--- config.mk ---
export PLATFORM = sky130hd
export DESIGN_NAME = own_xfer_tracker
export DESIGN_NICKNAME = d
export VERILOG_FILES = /design/src/rtl/own_xfer_pkg.sv /design/src/rtl/way_event_decode.sv /design/src/rtl/way_state.sv /design/src/rtl/own_xfer_tracker.sv
export SDC_FILE = /design/constraint.sdc
export NUM_CORES = 1
export LEC_CHECK = 0
export ABC_AREA = 1
export BUFFER_PORTS_ARGS = -buffer_cell sky130_fd_sc_hd__buf_2
export CORE_MARGIN = 2
export CORE_UTILIZATION = 40
export DETAILED_ROUTE_END_ITERATION = 16
export PLACE_DENSITY = 0.57
export SYNTH_ARGS = -nofsm -noshare
export SYNTH_HDL_FRONTEND = slang
export SYNTH_HIERARCHICAL = 1
export SYNTH_SLANG_ARGS = --single-unit
--- constraint.sdc ---
create_clock -name clk -period 5.56 [get_ports clk]
set_input_delay 1.112 -clock clk [delete_from_list [all_inputs] [get_ports clk]]
set_output_delay 1.112 -clock clk [all_outputs]
set_load 0.01 [all_outputs]
--- src/rtl/own_xfer_pkg.sv ---
package own_xfer_pkg;

    typedef enum logic [2:0] {
        EV_HOLD = 3'd0,
        EV_GAIN = 3'd1,
        EV_UP   = 3'd2,
        EV_WEAR = 3'd3,
        EV_TAKE = 3'd4
    } way_ev_e;

    function automatic int half_count(input int ctr_w);
        return 1 << (ctr_w - 1);
    endfunction

endpackage

--- src/rtl/way_event_decode.sv ---
module way_event_decode
    import own_xfer_pkg::*;
#(
    parameter int PID_W = 2,
    parameter int CTR_W = 3
) (
    input  logic             acc_valid,
    input  logic             acc_hit,
    input  logic             sel,
    input  logic [PID_W-1:0] acc_pid,
    input  logic             own_valid,
    input  logic [PID_W-1:0] own_id,
    input  logic [CTR_W-1:0] ctr,
    output way_ev_e          ev
);

    always_comb begin
        ev = EV_HOLD;
        if (acc_valid) begin
            if (acc_hit) begin
                if (sel && own_valid) ev = EV_UP;
            end else if (own_valid) begin
                if (own_id != acc_pid)
                    ev = (ctr == CTR_W'(1)) ? EV_TAKE : EV_WEAR;
            end else if (sel) begin
                ev = EV_GAIN;
            end
        end
    end

endmodule

--- src/rtl/way_state.sv ---
module way_state
    import own_xfer_pkg::*;
#(
    parameter int PID_W = 2,
    parameter int CTR_W = 3
) (
    input  logic             clk,
    input  logic             rst,
    input  way_ev_e          ev,
    input  logic [PID_W-1:0] acc_pid,
    output logic             own_valid,
    output logic [PID_W-1:0] own_id,
    output logic [CTR_W-1:0] ctr,
    output logic             xfer
);

    localparam logic [CTR_W-1:0] HALF = CTR_W'(half_count(CTR_W));
    localparam logic [CTR_W-1:0] MAXC = '1;

    always_ff @(posedge clk) begin
        if (rst) begin
            own_valid <= 1'b0;
            own_id    <= '0;
            ctr       <= '0;
            xfer      <= 1'b0;
        end else begin
            xfer <= 1'b0;
            unique case (ev)
                EV_GAIN: begin
                    own_valid <= 1'b1;
                    own_id    <= acc_pid;
                    ctr       <= HALF;
                end
                EV_UP:   if (ctr != MAXC) ctr <= ctr + 1'b1;
                EV_WEAR: ctr <= ctr - 1'b1;
                EV_TAKE: begin
                    own_id <= acc_pid;
                    ctr    <= HALF;
                    xfer   <= 1'b1;
                end
                default: ;
            endcase
        end
    end

    // a claim installs the requester with a half-full counter
    a_r2_claim: assert property (@(posedge clk) disable iff (rst)
        (ev == EV_GAIN) |=> (own_valid && own_id == $past(acc_pid) && ctr == HALF));

    // a saturated counter holds on a hit
    a_r4_saturate: assert property (@(posedge clk) disable iff (rst)
        (ev == EV_UP && ctr == MAXC) |=> (ctr == MAXC));

    // a transfer pulse shows the missing processor as the new owner
    a_r6_new_owner: assert property (@(posedge clk) disable iff (rst)
        xfer |-> (own_valid && own_id == $past(acc_pid) && ctr == HALF));

    // an unowned way keeps an idle counter
    a_r9_unowned_idle: assert property (@(posedge clk) disable iff (rst)
        !own_valid |-> (ctr == '0 && !xfer));

    // no event, no state change
    a_r10_hold: assert property (@(posedge clk) disable iff (rst)
        (ev == EV_HOLD) |=> ($stable(own_id) && $stable(ctr) && $stable(own_valid)));

endmodule

--- src/rtl/own_xfer_tracker.sv ---
module own_xfer_tracker
    import own_xfer_pkg::*;
#(
    parameter int WAYS  = 4,
    parameter int PROCS = 4,
    parameter int CTR_W = 3,
    localparam int WAY_W = (WAYS  > 1) ? $clog2(WAYS)  : 1,
    localparam int PID_W = (PROCS > 1) ? $clog2(PROCS) : 1
) (
    input  logic                  clk,
    input  logic                  rst,
    input  logic                  acc_valid,
    input  logic                  acc_hit,
    input  logic [WAY_W-1:0]      acc_way,
    input  logic [PID_W-1:0]      acc_pid,
    output logic [WAYS-1:0]       own_valid,
    output logic [WAYS*PID_W-1:0] own_id,
    output logic [WAYS-1:0]       xfer_mask
);

    for (genvar w = 0; w < WAYS; w++) begin : g_way
        way_ev_e          ev;
        logic [CTR_W-1:0] ctr;
        logic [PID_W-1:0] id;

        way_event_decode #(.PID_W(PID_W), .CTR_W(CTR_W)) u_dec (
            .acc_valid (acc_valid),
            .acc_hit   (acc_hit),
            .sel       (acc_way == WAY_W'(w)),
            .acc_pid   (acc_pid),
            .own_valid (own_valid[w]),
            .own_id    (id),
            .ctr       (ctr),
            .ev        (ev)
        );

        way_state #(.PID_W(PID_W), .CTR_W(CTR_W)) u_st (
            .clk       (clk),
            .rst       (rst),
            .ev        (ev),
            .acc_pid   (acc_pid),
            .own_valid (own_valid[w]),
            .own_id    (id),
            .ctr       (ctr),
            .xfer      (xfer_mask[w])
        );

        assign own_id[w*PID_W +: PID_W] = id;
    end

    // every way taken in one cycle goes to the same processor
    for (genvar w = 1; w < WAYS; w++) begin : g_chk
        a_r7_common_taker: assert property (@(posedge clk) disable iff (rst)
            (xfer_mask[w] && xfer_mask[0]) |->
                (own_id[w*PID_W +: PID_W] == own_id[PID_W-1:0]));
    end

    // ownership pulses never precede an owner
    a_r1_pulse_needs_owner: assert property (@(posedge clk) disable iff (rst)
        ((xfer_mask & ~own_valid) == '0));

endmodule

**Word level (Yosys, flattened, before mapping)**

Cells that the tools add are included.

- Word-level logic and storage cells: 116
- Register bits: 28

- Equality and inequality tests: 35
- Reductions and logical operators: 17
- Add/subtract/negate cells: 8
- Mux-type cells: 40

Operators by type and width:

| kind | count |
|---|---|
| 3-bit 2-to-1 mux | 24 |
| 3-bit case mux with 3 select lines | 4 |
| 3-bit by 1-bit == test with 1-bit output (second input constant) | 8 |
| 3-bit by 2-bit == test with 1-bit output (second input constant) | 8 |
| 3-bit by 1-bit adder with 3-bit output (second input constant) | 4 |
| 3-bit == test (second input constant) | 4 |
| 3-bit != test (second input constant) | 4 |
| 3-bit nonzero test | 4 |
| 3-bit by 1-bit subtractor with 3-bit output (second input constant) | 4 |
| 1-bit 2-to-1 mux | 8 |
| 2-bit 2-to-1 mux | 4 |
| 2-bit by 1-bit != test with 1-bit output (second input constant) | 4 |
| 2-bit != test | 4 |
| 2-bit AND reduction | 4 |
| 2-bit OR reduction | 4 |
| 2-bit == test (second input constant) | 2 |
| 1-bit logical AND | 4 |
| 2-bit by 1-bit == test with 1-bit output (second input constant) | 1 |
| 2-bit logical NOT | 1 |

**Depth between registers and ports, before layout**

- Depth in word-level cells: 10
- Mapped depth: 16

**Cells and area by module**

Netlist, hierarchy kept.

Modules (own cells, without submodules):

| module | cells an instance | area an instance (um^2) | sequential area each (um^2) | times used |
|---|---|---|---|---|
| way_state | 64 | 401.6 | 140.1 | 4 |
| way_event_decode | 21 | 113.9 | 0.0 | 4 |
| own_xfer_tracker | 7 | 26.3 | 0.0 | 1 |

**Worst setup path before layout**

No wires, ideal clock.

- Path kind: input to register
- Start: input acc_hit
- End: register g_way[0].u_st.ctr[2]
- Setup time: 112 ps
- Path buffers: 0
- Arrival time: 2,404 ps
- Stages on the path: 11
- Setup slack: 3,045 ps
- Cell sequence: inv_1 nand3_1 nor3b_2 nor2_2 fa_1 nand2_1 nand2_1 nor2_1 nor2_1 nor2_1 nor2_1

- Word-level cells in the longest chain between the ends: 6

Ends and longest elaborated chain:

| what | RTL line | source |
|---|---|---|
| from (decl) | own_xfer_tracker.sv:13 | `input logic acc_hit,` |
| 3-bit 2-to-1 mux * | way_event_decode.sv:20 | `if (acc_hit) begin` |
| 3-bit 2-to-1 mux * | way_event_decode.sv:19 | `if (acc_valid) begin` |
| named net g_way[0].ev[2] | own_xfer_tracker.sv:22 | `way_ev_e ev;` |
| 3-bit by 1-bit == test with 1-bit output or 3-bit == test (tied branches) | way_state.sv:28 | `unique case (ev)` |
| 2-bit OR reduction (no source line) | n/a |  |
| 3-bit nonzero test (no source line) | n/a |  |
| 2-bit AND reduction (no source line) | n/a |  |
| to (signal assigned) | way_state.sv:34 | `EV_UP: if (ctr != MAXC) ctr <= ctr + 1'b1;` |
| to (signal assigned) | way_state.sv:35 | `EV_WEAR: ctr <= ctr - 1'b1;` |
| to (decl) | way_state.sv:13 | `output logic [CTR_W-1:0] ctr,` |

Mark *: on every way through the listed nets, which the timed path passes. The rest lies on a longest branch.
A chain may end at the register's enable or synchronous reset.

**Worst setup path in the final report**

- Start: input acc_pid[0]
- End: register g_way[0].u_st.ctr[1]

- Word-level cells in the longest chain between the ends: 9

Ends and longest elaborated chain:

| what | RTL line | source |
|---|---|---|
| from (decl) | own_xfer_tracker.sv:15 | `input logic [PID_W-1:0] acc_pid,` |
| 2-bit != test * | way_event_decode.sv:23 | `if (own_id != acc_pid)` |
| 3-bit 2-to-1 mux * | way_event_decode.sv:23 |  |
| 3-bit 2-to-1 mux * | way_event_decode.sv:22 | `end else if (own_valid) begin` |
| 3-bit 2-to-1 mux * | way_event_decode.sv:20 |  |
| 3-bit 2-to-1 mux * | way_event_decode.sv:19 |  |
| named net g_way[0].ev[1] | own_xfer_tracker.sv:22 |  |
| 3-bit by 1-bit == test with 1-bit output or 3-bit == test (tied branches) | way_state.sv:28 |  |
| 2-bit OR reduction (no source line) | n/a |  |
| 3-bit nonzero test (no source line) | n/a |  |
| 2-bit AND reduction (no source line) | n/a |  |

Marked as above.

==> reports/results.md <==
| Metric | This run |
|---|---|
| Crit-path max cell delay | 440 ps |
| Status | completed |
| Net total in the final layout | 387 |
| Number of nets with antenna violations after detailed routing | 0 |
| Avg Inst Size Synth | 6.02 µm² |
| Number of warnings issued by yosys | 6 |
| Cts bufs inserted | 3 |
| Slew Limit Headroom | 79.1% |
| Vias after detailed routing | 2020 |
| Number of buffers inserted by port buffering | 23 |
| Setup repair after global routing missed its margin | no |
| Most Frequent Cell on Critical Path | sky130_fd_sc_hd__nand2_1 |
| Routed length per instance | 9.83 µm |
| Post-synthesis cell count | 347 |
| HPWL reported at the end of detailed placement | 3.38 mm |
| Layout-stage area growth over the synthesis result | 12.3% |
| Number of failing setup endpoints in the final timing report | 0 |
| Max Transition Viols Final | 0 |
| Hold buffers post-CTS | 0 |
| Worst min path class | reg2reg |
| Cell family with the largest share of critical-path delay | simple AND/OR/NAND/NOR gates |
| Wire length on met1 | 2.36 mm |
| Area share of the leading cell type in the synthesized netlist | 26.8% |
| Slack of the critical path | 2870 ps |
| Area of the multi-input gates | 1280 µm² |
| DRC violation count after routing | 0 |
| Net Sw Frac | 31.3% |
| Internal power contribution | 0.000307 W |
| Top-count cell post-synth | sky130_fd_sc_hd__nor2_1 |
| Number of placement rows | 26 |
| Cell with the largest stage delay on the worst path | sky130_fd_sc_hd__fa_1 |
| Starting density of the core | 41.1% |
| Met2 Routed Length | 1.81 mm |
| CTS tree | done |
| Kind of critical path | in2reg |
| Height of the chip | 76.3 µm |
| Crit-path cells | buf_2 > inv_1 > nand2_1 > nand2_1 > nand2_2 > nand2_2 > a21oi_2 > nand2_1 > nor2_2 > fa_1 > nand3_1 > nand3_1 > nand2_1 > nor2_1 |
| Power density cells | 190 nW/µm² |
| Pin count of the biggest net entering global routing | 16 |
| Sort of element at the start of the critical path | input pin |
| Static leakage | 1.14 nW |
| Antenna violations before repair | 0 |
| Sequential element share of the synthesized area | 26.8% |
| Flop and latch count out of synthesis | 28 |
| Cell accounting for the most synthesized area | sky130_fd_sc_hd__dfxtp_1 |
| Clk pwr share | 30.1% |
| Antenna diode count | 0 |
| Core Box Area | 5070 µm² |
| Synthesized area | 2090 µm² |
| F_max | 371 MHz |
| Crit path time final | 2690 ps |
| # IOs | 24 |
| Post-cts gate resize count | 0 |
| List of most frequent post-synthesis cells | 75 x sky130_fd_sc_hd__nor2_1, 73 x sky130_fd_sc_hd__nand2_1, 59 x sky130_fd_sc_hd__inv_1 |
| Fin Setup TNS | 0 ps |
| Clock transition at path regs | 110 ps |
| Data arrival time at the worst-slack endpoint | 2880 ps |
| Post-route clock skew | 13.9 ps |
| Sequential share of power | 50.5% |
| Switching power | 0.000140 W |
| Worst-Margin Slew | 313 ps |
| Top Layer Used | met4 |
| Deepest clock path buffer count | 2 |
| Crit end category | flop |
| Via count of the first global-routing pass | 1860 |
| Worst R2R Setup Slack | 3520 ps |
| All-Layer GR Usage | 16.1% |
| Share of layout cells above drive strength 1 | 20.1% |
| Vias per cell | 4.55 |
| Crit path buf inv count | 2 |
| Portion of total power attributed to combinational logic | 19.5% |
| First-pass GRT wire length | 7.98 mm |
| Setup repair bufs after CTS | 0 |
| Hold Fails Final Rpt | 0 |
| Total grt overflow | 0 |
| Clock latency on the worst-skew pair | 290 ps |
| Width of the die | 76.3 µm |
| Area enclosed by the die boundary | 5810 µm² |
| Required time of the critical path | 5740 ps |
| Largest vdd supply drop | 0.0000870 V |
| Share of the clock period used by the worst path | 48.5% |
| Detailed-routing iteration count for the pre-antenna-repair pass | 4 |
| Total number of H-tree levels | 1 |
| Clk Tree Root Cell | sky130_fd_sc_hd__clkbuf_8 |
| Placer congestion estimate | 0.861 |
| Most used DFF post-synth | sky130_fd_sc_hd__dfxtp_1 |
| Filler Cell Count | 568 |
| Max-Cap Viols | 0 |
| Number of distinct library cells after synthesis | 15 |
| Final Power | 0.000447 W |
| Minimum setup slack after placement | 2560 ps |
| Wire length after detailed routing | 4.36 mm |
| Drt first-iter violations | 71 |
| Asr flop ratio synth | 0% |
| WL met3 | 153 µm |
| Critical path peak fanout | 12 |
| Largest cells by area after synthesis | sky130_fd_sc_hd__dfxtp_1 27%, sky130_fd_sc_hd__nor2_1 13%, sky130_fd_sc_hd__nand2_1 13%, sky130_fd_sc_hd__inv_1 11%, sky130_fd_sc_hd__nand3_1 7.7% |
| Syn nets | 359 |
| Footprint of the flip-flops and latches | 561 µm² |
| EDFF count, synth | 0 |
| Sinks on the clock net | 28 |
## layout by cell type (no fill, tap or decap), drive strengths merged
cell     n
nor3b    4
inv     67
buf     23
fa       4
o21ai   12
nor2    79
a21oi   12
nand3   36
dfxtp   28
nand2   93
o211ai  12
clkbuf   4
## state kept, by name (all words and copies together), names as in the netlist
| signal | flops |
|---|---|
| g_way.u_st/ctr | 12 |
| g_way.u_st/own_id | 8 |
| g_way.u_st/own_valid | 4 |
| g_way.u_st/xfer | 4 |
## tightest hold or removal path, cell delays in order (launching register included)
cell                      delay (ps)
sky130_fd_sc_hd__dfxtp_1         380
sky130_fd_sc_hd__inv_1            70
sky130_fd_sc_hd__a21oi_1          50
## worst paths after layout
kind | startpoint | endpoint | cells past startpoint
setup / recovery | acc_pid[0] | g_way[0].u_st/ctr[1]$_SDFFE_PP0P_ | 14
hold / removal | g_way[2].u_st/own_valid$_SDFFE_PP0N_ | g_way[2].u_st/own_valid$_SDFFE_PP0N_ | 2
setup reg to reg | g_way[0].u_st/own_id[0]$_SDFFE_PP0P_ | g_way[0].u_st/ctr[1]$_SDFFE_PP0P_ | 13
hold reg to reg | g_way[2].u_st/own_valid$_SDFFE_PP0N_ | g_way[2].u_st/own_valid$_SDFFE_PP0N_ | 2
## cell type report
class                      instances  share of cell area (%)
clock buffer                       4                    2.35
multi-input combinational        252                    54.4
timing repair buffer              23                    4.91
tap                               70                    3.73
inverter                          67                    10.7
sequential                        28                    23.9
## routing by layer
layer	vias to the layer above	global-route usage, %
met5	-	0
met4	0	5.09
met3	4	2.49
met2	28	25.8
met1	868	22.3
li1	1120	-
## metrics by stage
| step | utilization, % | instances | instance area (µm²) | hold slack [ps] |
|---|---|---|---|---|
| after global placement | 45.1 | 440 | 2290 | 512 |
| after global routing | 46.2 | 444 | 2350 | 564 |
| final | 46.2 | 444 | 2350 | 536 |
| after CTS | 46.2 | 444 | 2350 | 532 |
| after detailed placement | 45.1 | 440 | 2290 | 515 |
| after floorplan | - | 347 | 2090 | 521 |
## cells by family (layout without fill, tap and decap cells)
group                      Yosys count  after routing  share of synthesized area [%]
and+or+nand+nor                    212            212                           45.8
AOI/OAI and AO/OA                   36             36                           11.5
DFF                                 28             28                           26.8
adders and majority gates            4              4                           3.83
buffers and inverters               67             94                           12.0
## power by group through the flow
stage | sequential (W) | clock, W | combinational, W
global placement | 0.000230 | 0 | 0.0000856
CTS | 0.000226 | 0.000140 | 0.0000875
detailed placement | 0.000230 | 0 | 0.0000869
floorplan | 0.000229 | 0 | 0.0000622
global route | 0.000228 | 0.000149 | 0.000101
finish | 0.000226 | 0.000134 | 0.0000869
Power figures use the tool's default switching activity.
